$ cat src/rtl/pwmgen_pkg.sv
package pwmgen_pkg;
    parameter int unsigned CNT_W = 16;
    localparam int unsigned REG_W = 32;
    localparam int unsigned LEG_DUTY_W = 8;
    localparam int unsigned LEG_SCALE_W = 13;
    localparam int unsigned LEG_DEPTH = 255;

    localparam logic [REG_W-1:0] WIDE_R0_MASK = 32'hFFFF_FFFF;
    localparam logic [REG_W-1:0] WIDE_R1_MASK = 32'hFFFF_8000;
    localparam logic [REG_W-1:0] LEG_R0_MASK  = 32'h81FF_1FFF;
    localparam logic [REG_W-1:0] LEG_R1_MASK  = 32'h0000_0000;

    typedef struct packed {
        logic [CNT_W-1:0] width;
        logic [CNT_W-1:0] scale;
        logic [CNT_W-1:0] depth;
        logic             force_full;
    } cfg_t;
endpackage

$ cat src/rtl/pwmgen_regs.sv
module pwmgen_regs
    import pwmgen_pkg::*;
#(
    parameter bit LEGACY = 1'b0
) (
    input  logic             clk_i,
    input  logic             rst_ni,
    input  logic             we_i,
    input  logic             addr_i,
    input  logic [REG_W-1:0] wdata_i,
    output logic [REG_W-1:0] rdata_o,
    output cfg_t             prog_o,
    output logic             en_o
);
    localparam logic [REG_W-1:0] R0_MASK = LEGACY ? LEG_R0_MASK : WIDE_R0_MASK;
    localparam logic [REG_W-1:0] R1_MASK = LEGACY ? LEG_R1_MASK : WIDE_R1_MASK;

    typedef struct packed {
        logic [REG_W-1:0] r0;
        logic [REG_W-1:0] r1;
    } regs_t;

    regs_t s_d, s_q;

    always_comb begin
        s_d = s_q;
        if (we_i) begin
            if (addr_i) s_d.r1 = wdata_i & R1_MASK;
            else        s_d.r0 = wdata_i & R0_MASK;
        end
    end

    always_ff @(posedge clk_i or negedge rst_ni) begin
        if (!rst_ni) s_q <= '0;
        else         s_q <= s_d;
    end

    assign rdata_o = addr_i ? s_q.r1 : s_q.r0;

    // Staged configuration is taken from the next register value so that a
    // write on the enabling edge is already visible to the first period.
    generate
        if (LEGACY) begin : g_legacy
            logic unused_leg;
            assign unused_leg = ^{s_d.r1, s_q.r1, s_d.r0[30:25], s_d.r0[15:13]};
            always_comb begin
                prog_o.width      = {{(CNT_W-LEG_DUTY_W){1'b0}}, s_d.r0[23:16]};
                prog_o.scale      = {{(CNT_W-LEG_SCALE_W){1'b0}}, s_d.r0[LEG_SCALE_W-1:0]};
                prog_o.depth      = CNT_W'(LEG_DEPTH);
                prog_o.force_full = s_d.r0[24];
            end
            assign en_o = s_q.r0[REG_W-1];
        end else begin : g_wide
            logic unused_wide;
            assign unused_wide = ^{s_d.r1[REG_W-CNT_W-2:0], s_d.r1[REG_W-1], s_q.r0, s_q.r1[REG_W-2:0]};
            always_comb begin
                prog_o.width      = s_d.r0[REG_W-1 -: CNT_W];
                prog_o.scale      = s_d.r0[CNT_W-1:0];
                prog_o.depth      = s_d.r1[REG_W-2 -: CNT_W];
                prog_o.force_full = 1'b0;
            end
            assign en_o = s_q.r1[REG_W-1];
        end
    endgenerate
endmodule

$ cat src/rtl/pwmgen_prescale.sv
module pwmgen_prescale
    import pwmgen_pkg::*;
(
    input  logic             clk_i,
    input  logic             rst_ni,
    input  logic             en_i,
    input  logic [CNT_W-1:0] scale_i,
    output logic             tick_o,
    output logic [CNT_W-1:0] psc_o
);
    typedef struct packed {
        logic [CNT_W-1:0] cnt;
    } psc_t;

    psc_t s_d, s_q;

    always_comb begin
        s_d = s_q;
        if (!en_i)                  s_d.cnt = '0;
        else if (s_q.cnt == scale_i) s_d.cnt = '0;
        else                        s_d.cnt = s_q.cnt + 1'b1;
    end

    always_ff @(posedge clk_i or negedge rst_ni) begin
        if (!rst_ni) s_q <= '0;
        else         s_q <= s_d;
    end

    assign tick_o = en_i && (s_q.cnt == scale_i);
    assign psc_o  = s_q.cnt;
endmodule

$ cat src/rtl/pwmgen_period.sv
module pwmgen_period
    import pwmgen_pkg::*;
(
    input  logic             clk_i,
    input  logic             rst_ni,
    input  logic             en_i,
    input  logic             tick_i,
    input  cfg_t             prog_i,
    output cfg_t             act_o,
    output logic [CNT_W-1:0] cnt_o,
    output logic             pwm_o
);
    typedef struct packed {
        logic [CNT_W-1:0] cnt;
        cfg_t             act;
    } per_t;

    per_t s_d, s_q;

    always_comb begin
        s_d = s_q;
        if (!en_i) begin
            s_d.cnt = '0;
            s_d.act = prog_i;
        end else if (tick_i) begin
            if (s_q.cnt == s_q.act.depth) begin
                s_d.cnt = '0;
                s_d.act = prog_i;
            end else begin
                s_d.cnt = s_q.cnt + 1'b1;
            end
        end
    end

    always_ff @(posedge clk_i or negedge rst_ni) begin
        if (!rst_ni) s_q <= '0;
        else         s_q <= s_d;
    end

    assign act_o = s_q.act;
    assign cnt_o = s_q.cnt;
    assign pwm_o = en_i && (s_q.act.force_full || (s_q.cnt < s_q.act.width));
endmodule

$ cat src/rtl/pwmgen_top.sv
module pwmgen_top
    import pwmgen_pkg::*;
#(
    parameter bit LEGACY = 1'b0
) (
    input  logic        clk_i,
    input  logic        rst_ni,
    input  logic        we_i,
    input  logic        addr_i,
    input  logic [31:0] wdata_i,
    output logic [31:0] rdata_o,
    output logic        pwm_o
);
    cfg_t             prog_w;
    cfg_t             act_w;
    logic             en_w;
    logic             tick_w;
    logic [CNT_W-1:0] psc_w;
    logic [CNT_W-1:0] cnt_w;

    pwmgen_regs #(.LEGACY(LEGACY)) regs_i (
        .clk_i   (clk_i),
        .rst_ni  (rst_ni),
        .we_i    (we_i),
        .addr_i  (addr_i),
        .wdata_i (wdata_i),
        .rdata_o (rdata_o),
        .prog_o  (prog_w),
        .en_o    (en_w)
    );

    pwmgen_prescale psc_i (
        .clk_i   (clk_i),
        .rst_ni  (rst_ni),
        .en_i    (en_w),
        .scale_i (act_w.scale),
        .tick_o  (tick_w),
        .psc_o   (psc_w)
    );

    pwmgen_period per_i (
        .clk_i  (clk_i),
        .rst_ni (rst_ni),
        .en_i   (en_w),
        .tick_i (tick_w),
        .prog_i (prog_w),
        .act_o  (act_w),
        .cnt_o  (cnt_w),
        .pwm_o  (pwm_o)
    );
endmodule

$ cat config.mk
export PLATFORM = sky130hd
export DESIGN_NAME = pwmgen_top
export DESIGN_NICKNAME = d
export VERILOG_FILES = /design/src/rtl/pwmgen_pkg.sv /design/src/rtl/pwmgen_regs.sv /design/src/rtl/pwmgen_prescale.sv /design/src/rtl/pwmgen_period.sv /design/src/rtl/pwmgen_top.sv
export SDC_FILE = /design/constraint.sdc
export NUM_CORES = 1
export LEC_CHECK = 0
export BUFFER_PORTS_ARGS = -buffer_cell sky130_fd_sc_hd__buf_2
export CAP_MARGIN = 20
export CELL_PAD_IN_SITES_DETAIL_PLACEMENT = 1
export CELL_PAD_IN_SITES_GLOBAL_PLACEMENT = 2
export CORE_UTILIZATION = 30
export CTS_BUF_LIST = sky130_fd_sc_hd__clkbuf_4 sky130_fd_sc_hd__clkbuf_8
export DETAILED_ROUTE_END_ITERATION = 10
export HOLD_SLACK_MARGIN = 0.05
export PLACE_DENSITY_LB_ADDON = 0.1
export SETUP_SLACK_MARGIN = 0.3
export SLEW_MARGIN = 20
export SYNTH_ARGS = -nofsm -noshare
export SYNTH_HDL_FRONTEND = slang
export SYNTH_HIERARCHICAL = 1
export SYNTH_SLANG_ARGS = --single-unit
$ cat constraint.sdc
create_clock -name clk_i -period 3.3 [get_ports clk_i]
set_clock_uncertainty 0.05 [all_clocks]
set_input_delay 0.33 -clock clk_i [delete_from_list [all_inputs] [get_ports clk_i]]
set_output_delay 0.33 -clock clk_i [all_outputs]
set_load 0.01 [all_outputs]
==> metrics.txt <==
# TYPE chip_impl_metric gauge
chip_impl_info{name="run_status",value="finished clean"} 1
chip_impl_metric{name="r2r.worst_path.cells",unit=""} 8
chip_impl_metric{name="worstPathRequired",unit="ps"} 2920
chip_impl_metric{name="route.antenna.remaining_nets",unit=""} 0
chip_impl_info{name="cp_top_family",value="compound AO/OA/AOI/OAI gates"} 1
chip_impl_metric{name="num_rows",unit=""} 53
chip_impl_metric{name="place.gp.congestion",unit=""} 0.7530
chip_impl_metric{name="max_slew_vio_count",unit=""} 0
chip_impl_info{name="postSynth.topFlopCell",value="sky130_fd_sc_hd__dfrtp_1"} 1
chip_impl_metric{name="fin_crit",unit="ps"} 2703
chip_impl_metric{name="port_buffers",unit=""} 68
chip_impl_metric{name="maxSlewHeadroom",unit="%"} 28.95
chip_impl_metric{name="drt-wirelength-per-cell",unit="microns"} 18.02
chip_impl_metric{name="globalRouteTotalUtil",unit="%"} 15.64
chip_impl_metric{name="top_level_ports",unit=""} 69
chip_impl_info{name="worst_setup_path_start_kind",value="flop"} 1
chip_impl_metric{name="cts.path.max_buffers",unit=""} 2
chip_impl_metric{name="areaGrowthSynthToFinish",unit="%"} 16.33
chip_impl_metric{name="report.final.setup_viol",unit=""} 0
chip_impl_info{name="worst_hold_path_type",value="in -> reg"} 1
chip_impl_metric{name="cts.sinks",unit=""} 130
chip_impl_info{name="setup.worst_path.class",value="reg -> out"} 1
chip_impl_metric{name="vias",unit=""} 4331
chip_impl_metric{name="ys_seq_area_share",unit="%"} 49.25
chip_impl_metric{name="critical-path-max-stage-delay",unit="ps"} 550
chip_impl_metric{name="final.setup.tns",unit="ps"} 0
chip_impl_metric{name="fmax",unit="MHz"} 369.9
chip_impl_metric{name="dr.first_iter.drc_count",unit=""} 158
chip_impl_metric{name="grt_antenna_before_repair",unit=""} 0
chip_impl_info{name="cts-root-buf",value="sky130_fd_sc_hd__clkbuf_8"} 1
chip_impl_metric{name="worstPathBufferInverterCount",unit=""} 1
chip_impl_metric{name="max_cap_viol_count",unit=""} 0
chip_impl_metric{name="synthesis.nets",unit=""} 590
chip_impl_metric{name="cp.depth",unit=""} 7
chip_impl_metric{name="irDropWorstVdd",unit="uV"} 219.0
chip_impl_info{name="crit_path_cell_trace",value="ha_1 > a21o_1 > a21o_1 > a21oi_1 > o221ai_1 > a21oi_1 > buf_2"} 1
chip_impl_metric{name="grt_max_degree",unit=""} 66
chip_impl_info{name="cpMaxStageDelayCell",value="sky130_fd_sc_hd__dfrtp_1"} 1
chip_impl_metric{name="worst_hold_path.num_cells",unit=""} 2
chip_impl_metric{name="synthesized_area_divided_by_synthesized_cell_count",unit="sq um"} 12.30
chip_impl_metric{name="synthesis.instances",unit=""} 537
chip_impl_metric{name="vias_per_cell",unit=""} 4.812
chip_impl_metric{name="critical_path_at",unit="ps"} 2320
chip_impl_metric{name="detail_route.wirelength",unit="microns"} 16220
chip_impl_metric{name="grt_first_pass_wirelength",unit="microns"} 26770
chip_impl_metric{name="dp_hpwl",unit="microns"} 11500
chip_impl_metric{name="die_area",unit="sq um"} 22610
chip_impl_metric{name="drt-pass1-iter-count",unit=""} 4
chip_impl_metric{name="critical_path.max_fanout",unit=""} 10
chip_impl_metric{name="worst_slew_pin_slew",unit="ps"} 1062
chip_impl_info{name="yosysTopAreaCell",value="sky130_fd_sc_hd__dfrtp_1"} 1
chip_impl_metric{name="post_synth_num_cell_types",unit=""} 54
chip_impl_metric{name="cts_inserted_buffers",unit=""} 17
chip_impl_metric{name="insertedDiodeCount",unit=""} 0
chip_impl_metric{name="final_layout_size_suffix_gt1_share",unit="%"} 38.88
chip_impl_metric{name="die-height",unit="microns"} 150.4
chip_impl_metric{name="report.final.hold_viol_count",unit=""} 0
chip_impl_metric{name="power_density",unit="nW/um^2"} 580.0
chip_impl_metric{name="final_nets",unit=""} 665
chip_impl_info{name="timing.critical_path.to_type",value="primary output"} 1
chip_impl_metric{name="htreeDepth",unit=""} 4
chip_impl_metric{name="core",unit="sq um"} 21290
chip_impl_metric{name="clk-insertion-delay-late",unit="ps"} 440
chip_impl_metric{name="ys_seq_elements",unit=""} 130
chip_impl_metric{name="die_width",unit="microns"} 150.4
chip_impl_metric{name="final_core_util",unit="%"} 36.10
chip_impl_info{name="synth.area.top_cells",value="sky130_fd_sc_hd__dfrtp_1 (49%), sky130_fd_sc_hd__mux2_2 (17%), sky130_fd_sc_hd__mux2_4 (3.9%)"} 1
chip_impl_metric{name="synth_edf_count",unit=""} 0
chip_impl_metric{name="synthDominantCellAreaShare",unit="%"} 49.25
chip_impl_metric{name="layout.filler_cells",unit=""} 2329
chip_impl_metric{name="drc",unit=""} 0
chip_impl_metric{name="global_route_overflow",unit=""} 0
chip_impl_metric{name="p_leak",unit="nW"} 3.481
chip_impl_metric{name="async_flop_share",unit="%"} 100.0
chip_impl_info{name="cts_tree",value="built"} 1
chip_impl_metric{name="syn_area",unit="sq um"} 6605
chip_impl_metric{name="clkSlewWorstSetupHoldPaths",unit="ps"} 80
chip_impl_info{name="grt_setup_unrepaired",value="no"} 1
chip_impl_metric{name="initial_utilization",unit="%"} 31.03
chip_impl_metric{name="synthesis.yosys.warnings",unit=""} 6
chip_impl_metric{name="first_global_vias",unit=""} 4781
chip_impl_metric{name="final.period_utilization",unit="%"} 81.92
[area by class of cell]
class	instances	area, sq um	share of cell area, %
clock buffer	22	271.5	3.534
inverter	20	75.07	0.9770
tap	275	344.1	4.478
multi-input combinational	362	3088	40.19
timing repair buffer	81	493.0	6.416
clock inverter	10	158.9	2.068
sequential	130	3253	42.34
[where the power goes]
group          switching (mW)  leakage [nW]  internal, mW
Combinational           0.443          1.67         0.487
Clock                   0.630         0.218         0.862
Sequential              0.174          1.60          1.86
[placed cells by master (no fill, tap or decap), drive strengths merged, types with 2 or more instances in the layout]
master	synthesis	layout
a21o	7	7
a21oi	10	10
a31oi	3	3
and3	9	9
and4	5	5
buf	18	80
bufinv	0	4
clkbuf	7	22
clkinv	1	5
clkinvlp	0	2
dfrtp	130	130
ha	17	17
inv	19	19
mux2	115	115
nand2	21	21
nand3	12	12
nand4	14	14
nor2	26	26
nor2b	17	17
nor3	8	8
nor4	8	8
nor4b	5	5
o21ai	22	22
o31ai	4	4
o41ai	2	2
or2	2	2
or4	2	2
xnor2	21	21
xor2	22	22
[synthesized netlist by cell type, types with 12 or more instances]
library cell and number:
sky130_fd_sc_hd__nor2_1 26, sky130_fd_sc_hd__nand4_1 12, sky130_fd_sc_hd__mux2_4 17, sky130_fd_sc_hd__nand2_1 20
sky130_fd_sc_hd__xor2_1 22, sky130_fd_sc_hd__inv_1 19, sky130_fd_sc_hd__o21ai_0 21, sky130_fd_sc_hd__dfrtp_1 130
sky130_fd_sc_hd__xnor2_1 21, sky130_fd_sc_hd__ha_1 17, sky130_fd_sc_hd__mux2_2 97, sky130_fd_sc_hd__nor2b_1 16
[flip-flops by register name, indices dropped and copies added, names as in the netlist]
name / cells
regs_i/s_q: 48
per_i/act_o: 49
psc_i/psc_o: 16
per_i/cnt_o: 16
regs_i/en_o: 1
[per-layer routing]
layer	track usage, %	wire length, microns
met1	22.19	8249
met3	2.788	484
met5	0	0
met4	5.303	160
met2	23.87	7324
[per-stage QoR]
stage	std cells	worst slack, ps	power, mW	cell area [sq um]	hold slack, ps
3_3_place_gp	867	867.5	2.993	7243	313.4
5_1_grt	900	340.6	4.729	7684	55.97
3_5_place_dp	867	893.6	3.013	7243	316.5
2_1_floorplan	537	951.4	2.691	6605	-15.59
6_report	900	596.6	4.457	7684	82.14
4_1_cts	900	516.3	4.549	7684	51.61
[cells by family after synthesis]
logic type,Yosys count,synth area share [%]
simple gates,133,11.75
compound gates,53,5.380
flops,130,49.25
mux,115,20.57
buf+inv,45,4.073
fa+ha+maj,17,3.220
xor+xnor,43,5.702
other cells,1,0.05677
[final timing paths]
kind / startpoint / to / slack (ps)
setup reg to reg: psc_i/psc_o[2] / per_i/act_o[35] / 880
hold reg to reg: per_i/act_o[44] / per_i/act_o[44] / 460
min in group asynchronous: rst_ni / psc_i/psc_o[14] / 400
setup / recovery: per_i/cnt_o[9] / pwm_o / 600
hold / removal: wdata_i[3] / regs_i/s_q[35] / 80
max in group asynchronous: rst_ni / regs_i/s_q[63] / 2000
[what timing repair did]
item,CTS,global route
hold buffers,1,0
resized for setup,0,0
endpoints found under the hold margin,38,0
buffers inserted,0,0
(Power assumes the default switching activity.)
